===== config.mk =====
export PLATFORM = sky130hd
export DESIGN_NAME = card_clk_gen
export DESIGN_NICKNAME = d
export VERILOG_FILES = /design/src/rtl/card_clk_pkg.sv /design/src/rtl/card_clk_shadow.sv /design/src/rtl/card_clk_div.sv /design/src/rtl/card_clk_gen.sv
export SDC_FILE = /design/constraint.sdc
export NUM_CORES = 1
export LEC_CHECK = 0
export ABC_AREA = 1
export BUFFER_PORTS_ARGS = -buffer_cell sky130_fd_sc_hd__buf_2
export CAP_MARGIN = 20
export CORE_MARGIN = 2
export CORE_UTILIZATION = 50
export DETAILED_ROUTE_END_ITERATION = 16
export PLACE_DENSITY = 0.7
export SYNTH_ARGS = -nofsm -noshare
export SYNTH_HDL_FRONTEND = slang
export SYNTH_SLANG_ARGS = --single-unit

===== constraint.sdc =====
create_clock -name clk -period 2.45 [get_ports clk]
set_clock_uncertainty 0.05 [all_clocks]
set_input_delay 0 -clock clk [delete_from_list [all_inputs] [get_ports clk]]
set_output_delay 0 -clock clk [all_outputs]
set_load 0.005 [all_outputs]

===== src/rtl/card_clk_pkg.sv =====
package card_clk_pkg;
  localparam int CK_CARDS   = 4;
  localparam int CK_DIV_W   = 8;
  localparam int CK_LP_BASE = 16;
  localparam int CK_GATE_W  = 32;

  function automatic int src_width(input int cards);
    return (cards > 1) ? $clog2(cards) : 1;
  endfunction
endpackage


===== src/rtl/card_clk_shadow.sv =====
module card_clk_shadow
  import card_clk_pkg::*;
#(
  parameter int N_CARDS = CK_CARDS,
  parameter int DIV_W   = CK_DIV_W,
  localparam int SRC_W  = src_width(N_CARDS),
  localparam int DWORD_W = N_CARDS * DIV_W,
  localparam int SWORD_W = N_CARDS * SRC_W
) (
  input  logic                 clk,
  input  logic                 rst_n,
  input  logic                 upd_req,
  input  logic [DWORD_W-1:0]   div_word,
  input  logic [SWORD_W-1:0]   src_word,
  input  logic [CK_GATE_W-1:0] gate_word,
  input  logic [N_CARDS-1:0]   phase_lo,
  output logic [DWORD_W-1:0]   act_div,
  output logic [N_CARDS-1:0]   act_en,
  output logic [N_CARDS-1:0]   act_lp,
  output logic [N_CARDS-1:0]   load,
  output logic                 upd_busy,
  output logic                 upd_ack
);
  logic [DWORD_W-1:0] stg_div;
  logic [N_CARDS-1:0] stg_en;
  logic [N_CARDS-1:0] stg_lp;
  logic [N_CARDS-1:0] pending;
  logic               accept;

  assign accept   = upd_req && (pending == '0);
  assign load     = pending & phase_lo;
  assign upd_busy = (pending != '0);

  generate
    for (genvar i = 0; i < N_CARDS; i++) begin : g_slot
      logic [SRC_W-1:0] sel;
      assign sel = src_word[i*SRC_W +: SRC_W];

      always_ff @(posedge clk or negedge rst_n) begin
        if (!rst_n) begin
          stg_div[i*DIV_W +: DIV_W] <= '0;
          stg_en[i]                 <= 1'b0;
          stg_lp[i]                 <= 1'b0;
        end else if (accept) begin
          stg_div[i*DIV_W +: DIV_W] <= div_word[sel*DIV_W +: DIV_W];
          stg_en[i]                 <= gate_word[i];
          stg_lp[i]                 <= gate_word[CK_LP_BASE + i];
        end
      end

      always_ff @(posedge clk or negedge rst_n) begin
        if (!rst_n) begin
          act_div[i*DIV_W +: DIV_W] <= '0;
          act_en[i]                 <= 1'b0;
          act_lp[i]                 <= 1'b0;
        end else if (load[i]) begin
          act_div[i*DIV_W +: DIV_W] <= stg_div[i*DIV_W +: DIV_W];
          act_en[i]                 <= stg_en[i];
          act_lp[i]                 <= stg_lp[i];
        end
      end
    end
  endgenerate

  always_ff @(posedge clk or negedge rst_n) begin
    if (!rst_n) begin
      pending <= '0;
      upd_ack <= 1'b0;
    end else begin
      if (accept) pending <= '1;
      else        pending <= pending & ~load;
      upd_ack <= (pending != '0) && ((pending & ~load) == '0);
    end
  end

  // a request during an update leaves the staged words untouched
  assert_busy_ignore_R7: assert property (@(posedge clk) disable iff (!rst_n)
    (upd_busy && upd_req) |=> ($stable(stg_div) && $stable(stg_en) && $stable(stg_lp)));

  // acknowledge pulses exactly when busy falls
  assert_ack_on_fall_R6: assert property (@(posedge clk) disable iff (!rst_n)
    $fell(upd_busy) |-> upd_ack);

  assert_ack_pulse_R6: assert property (@(posedge clk) disable iff (!rst_n)
    upd_ack |=> !upd_ack);

  // applied settings change only through a load
  assert_apply_only_on_load_R6: assert property (@(posedge clk) disable iff (!rst_n)
    !$past(upd_busy) |-> ($stable(act_div) && $stable(act_en) && $stable(act_lp)));
endmodule


===== src/rtl/card_clk_div.sv =====
module card_clk_div
  import card_clk_pkg::*;
#(
  parameter int DIV_W = CK_DIV_W
) (
  input  logic             clk,
  input  logic             rst_n,
  input  logic [DIV_W-1:0] act_div,
  input  logic             act_en,
  input  logic             act_lp,
  input  logic             cmd_idle,
  input  logic             dat_idle,
  input  logic             load,
  output logic             phase_lo,
  output logic             card_clk
);
  logic [DIV_W-1:0] cnt;
  logic             div_q;
  logic             run;
  logic             bypass;
  logic             byp_n;
  logic             gate_n;

  assign run      = act_en && !(act_lp && cmd_idle && dat_idle);
  assign bypass   = (act_div == '0);
  assign phase_lo = !div_q;

  always_ff @(posedge clk or negedge rst_n) begin
    if (!rst_n) begin
      cnt   <= '0;
      div_q <= 1'b0;
    end else if (load) begin
      cnt <= '0;
    end else if (!bypass && (run || div_q)) begin
      if (cnt == act_div - 1'b1) begin
        cnt   <= '0;
        div_q <= !div_q;
      end else begin
        cnt <= cnt + 1'b1;
      end
    end else begin
      cnt <= '0;
    end
  end

  // pass-through gate and mode select change only while the reference is low
  always_ff @(negedge clk or negedge rst_n) begin
    if (!rst_n) begin
      byp_n  <= 1'b0;
      gate_n <= 1'b0;
    end else begin
      byp_n  <= bypass;
      gate_n <= bypass && run;
    end
  end

  assign card_clk = (clk & gate_n) | (div_q & !byp_n);

  // new settings are never taken while the slot clock is high
  assert_load_low_R8: assert property (@(posedge clk) disable iff (!rst_n)
    load |-> !div_q);

  // a disabled slot has neither a divided nor a passed clock
  assert_off_low_R4: assert property (@(posedge clk) disable iff (!rst_n)
    !act_en |-> (!div_q && !gate_n));

  // a gated low-power slot never begins a new high phase
  assert_lp_hold_R5: assert property (@(posedge clk) disable iff (!rst_n)
    (act_lp && cmd_idle && dat_idle && !div_q && !load) |=> !div_q);

  // the divided clock only moves while a divider is selected
  assert_bypass_quiet_R2: assert property (@(posedge clk) disable iff (!rst_n)
    (bypass && !div_q) |=> !div_q);
endmodule


===== src/rtl/card_clk_gen.sv =====
module card_clk_gen
  import card_clk_pkg::*;
#(
  parameter int N_CARDS = CK_CARDS,
  parameter int DIV_W   = CK_DIV_W,
  localparam int SRC_W  = src_width(N_CARDS),
  localparam int DWORD_W = N_CARDS * DIV_W,
  localparam int SWORD_W = N_CARDS * SRC_W
) (
  input  logic                 clk,
  input  logic                 rst_n,
  input  logic [DWORD_W-1:0]   div_word,
  input  logic [SWORD_W-1:0]   src_word,
  input  logic [CK_GATE_W-1:0] gate_word,
  input  logic [N_CARDS-1:0]   cmd_idle,
  input  logic [N_CARDS-1:0]   dat_idle,
  input  logic                 upd_req,
  output logic                 upd_busy,
  output logic                 upd_ack,
  output logic [N_CARDS-1:0]   card_clk
);
  logic [DWORD_W-1:0] act_div;
  logic [N_CARDS-1:0] act_en;
  logic [N_CARDS-1:0] act_lp;
  logic [N_CARDS-1:0] load;
  logic [N_CARDS-1:0] phase_lo;

  card_clk_shadow #(.N_CARDS(N_CARDS), .DIV_W(DIV_W)) u_shadow (
    .clk       (clk),
    .rst_n     (rst_n),
    .upd_req   (upd_req),
    .div_word  (div_word),
    .src_word  (src_word),
    .gate_word (gate_word),
    .phase_lo  (phase_lo),
    .act_div   (act_div),
    .act_en    (act_en),
    .act_lp    (act_lp),
    .load      (load),
    .upd_busy  (upd_busy),
    .upd_ack   (upd_ack)
  );

  generate
    for (genvar i = 0; i < N_CARDS; i++) begin : g_card
      card_clk_div #(.DIV_W(DIV_W)) u_div (
        .clk      (clk),
        .rst_n    (rst_n),
        .act_div  (act_div[i*DIV_W +: DIV_W]),
        .act_en   (act_en[i]),
        .act_lp   (act_lp[i]),
        .cmd_idle (cmd_idle[i]),
        .dat_idle (dat_idle[i]),
        .load     (load[i]),
        .phase_lo (phase_lo[i]),
        .card_clk (card_clk[i])
      );
    end
  endgenerate

  // nothing is pending once reset has been released and no request came
  assert_idle_after_reset_R9: assert property (@(posedge clk) disable iff (!rst_n)
    (!upd_busy && !upd_req) |=> !upd_busy);
endmodule


==> metrics.yaml <==
status: "completed"
layout_setup_ws_ns: 0.004946
grt_max_degree: 73
coreArea_sq_um: 14640
syn_nets: 1157
rows: 44
drc: 0
critPathLaunchType: "register"
synth-compound-area-share_pct: 14.68
synth_top_family_by_area: "simple AND/OR/NAND/NOR gates"
utilization_pct: 64.99
synth-xor-area-share_pct: 4.077
synthMuxAreaShare_pct: 0
synthAdderAreaFrac_pct: 1.989
ant_nets: 0
drive_above_1_share_pct: 11.52
cts_tree: "built"
final_cells: 1399
worstPathRequired_ns: 2.40
die_area_sq_um: 16100
area_growth_pct: 26.07
hpwl_mm: 12.54
synth-seq-cells: 129
irDropWorstVdd_uv: 547.5
pwr_density_cell_nw_per_um2: 1101
vias: 7261
gr-usage-all-layers_pct: 24.63
ioPinCount: 89
port_buffers: 64
rsz0062_at_grt: "yes"
netlist_instances: 1062
grt_pass1_vias: 6879
vias_per_cell: 5.190
die_h_microns: 126.9
hold_path.class: "primary input to register"
die_x_microns: 126.9
routedWlPerCell_microns: 13.54
relSlewSlack_pct: 49.52
synthSimpleGateAreaFrac_pct: 27.26
dp_cells: 1289
finalSetupViolCount: 0
dp_worst_setup_slack_ns: 0.1074
gp_congestion: 0.8909
yosysWarnings: 0
final_max_slew_viol_count: 0
start_util_pct: 51.56
ys_seq_area_share_pct: 42.76
clk_latency_ns: 0.53
hold_ws_ns: 0.01778
syn_area_sq_um: 7550
criticalPathCategory: "register to primary output"
syn_area_per_cell_sq_um: 7.109
overflow: 0
finalNetCount: 1296
cp_data_arrival_time_ns: 2.40
diodes: 0
hold_viol_final: 0
path_clk_slew_ns: 0.05
drv_cap: 0
dr.pass1.iters: 5
drt_iter0_markers: 631
worst_slew_pin_slew_ns: 0.7571
leakage_uw: 0.004635
crit_path_max_fanout: 1
finalSetupTns_ns: 0
grt_pass1_wl_mm: 31.90
antenna_found_initial: 0
crit_path_end_kind: "primary output"
drt-total-wl_mm: 18.94
yosys.cell_types.count: 30
==> stage by stage <==
step | cell area, sq um | power [uW]
detailed placement | 8049 | 7257
floorplan | 7550 | 6294
CTS | 9500 | 10510
global placement | 8049 | 7150
finish | 9518 | 10480
global route | 9518 | 11400
==> final timing paths <==
kind                                          end  depth (start not counted)  slack [ns]                    from
max                                   card_clk[2]                          3       0.005  g_card[2].u_div.gate_n
min                         g_card[0].u_div.div_q                          6        0.02             cmd_idle[0]
max reg2reg                g_card[3].u_div.gate_n                          5        0.09    u_shadow.act_div[24]
min reg2reg                g_card[3].u_div.cnt[0]                          1        0.43  g_card[3].u_div.cnt[0]
max in group asynchronous   g_card[0].u_div.byp_n                          2        1.24                   rst_n
min in group asynchronous      u_shadow.act_en[0]                          3        0.04                   rst_n
==> cell usage after synthesis <==
cell / n / area, sq um
a21oi_1: 36 / 180.2
and2_1: 2 / 12.51
buf_1: 1 / 3.750
buf_2: 3 / 15.01
buf_4: 9 / 67.56
clkbuf_1: 19 / 71.32
clkbuf_2: 2 / 10.01
dfrtn_1: 8 / 200.2
dfrtp_1: 121 / 3028
ha_1: 12 / 150.1
inv_1: 136 / 510.5
inv_2: 5 / 18.77
nand2_1: 278 / 1044
nand2_2: 2 / 12.51
nand2_4: 3 / 33.78
nand3_1: 49 / 245.2
nand3_2: 3 / 30.03
nand4_1: 8 / 50.05
nor2_1: 122 / 457.9
nor2_2: 8 / 50.05
nor3_1: 11 / 55.05
nor3_2: 4 / 40.04
nor3b_1: 2 / 15.01
nor4_2: 1 / 12.51
o21ai_0: 162 / 810.8
o21ai_1: 22 / 110.1
o21bai_1: 1 / 7.510
xnor2_1: 11 / 96.34
xnor3_1: 2 / 45.04
xor2_1: 19 / 166.4
==> critical path, stage by stage, from the launching register on <==
cell and delay [ns]:
dfrtn_1 0.39, nand2_1 0.04, o21ai_1 0.08, buf_2 0.13
==> timing repair <==
action	in CTS	in global routing
pin swaps	1	4
resized for setup	4	3
endpoints found under the hold margin	110	0
setup buffers	0	1
gates cloned	0	0
setup endpoints to repair	9	12
hold buffers	72	0
==> layer usage <==
layer	wire length [microns]	GRT usage [%]
met5	0	0
met4	345	9.438
met3	1274	5.989
met2	8765	38.49
met1	8554	33.32
==> power breakdown <==
part / internal [uW] / switching (uW)
clock: 2030 / 1020
sequential: 2870 / 458
combinational: 1530 / 2570
==> flip-flops by register name, indices dropped and copies added, names as in the netlist <==
signal,cells
g_card.u_div.cnt,32
u_shadow.stg_en,4
g_card.u_div.gate_n,4
g_card.u_div.div_q,4
u_shadow.act_lp,4
u_shadow.act_en,4
u_shadow.stg_lp,4
u_shadow.act_div,32
g_card.u_div.byp_n,4
u_shadow.stg_div,32
u_shadow.upd_ack,1
u_shadow.pending,4
==> logic make-up after synthesis <==
group	count (synthesis)
fa+ha+maj	12
xor+xnor	32
compound gates	221
simple gates	493
flops	129
buf+inv	175
==> layout by cell type, fill, tap and decap left out, types with 2 or more instances in the layout <==
cell type,n
nand2_1,278
o21ai_0,158
inv_1,136
nor2_1,122
dfrtp_1,121
dlygate4sd3_1,71
buf_2,63
nand3_1,49
a21oi_1,36
o21ai_1,25
clkbuf_16,21
xor2_1,19
buf_4,13
ha_1,12
xnor2_1,11
nor3_1,9
nand4_1,8
nor2_2,8
dfrtn_1,8
nor3_2,6
inv_2,5
clkbuf_1,5
bufinv_16,4
nand2_4,3
nand3_2,3
clkinv_2,3
nor3b_1,2
xnor3_1,2
nand2_2,2
and2_1,2
clkinvlp_4,2
buf_12,2
==> layout make-up <==
| class | instances | area [sq um] |
|---|---|---|
| Clock buffer | 31 | 578.1 |
| Clock inverter | 10 | 158.9 |
| Fill cell | 1261 | 5126 |
| Inverter | 141 | 529.3 |
| Multi-Input combinational cell | 758 | 3638 |
| Sequential cell | 129 | 3228 |
| Tap cell | 184 | 230.2 |
| Timing Repair Buffer | 146 | 1155 |
Note: power is estimated with default switching activity, not from simulation.
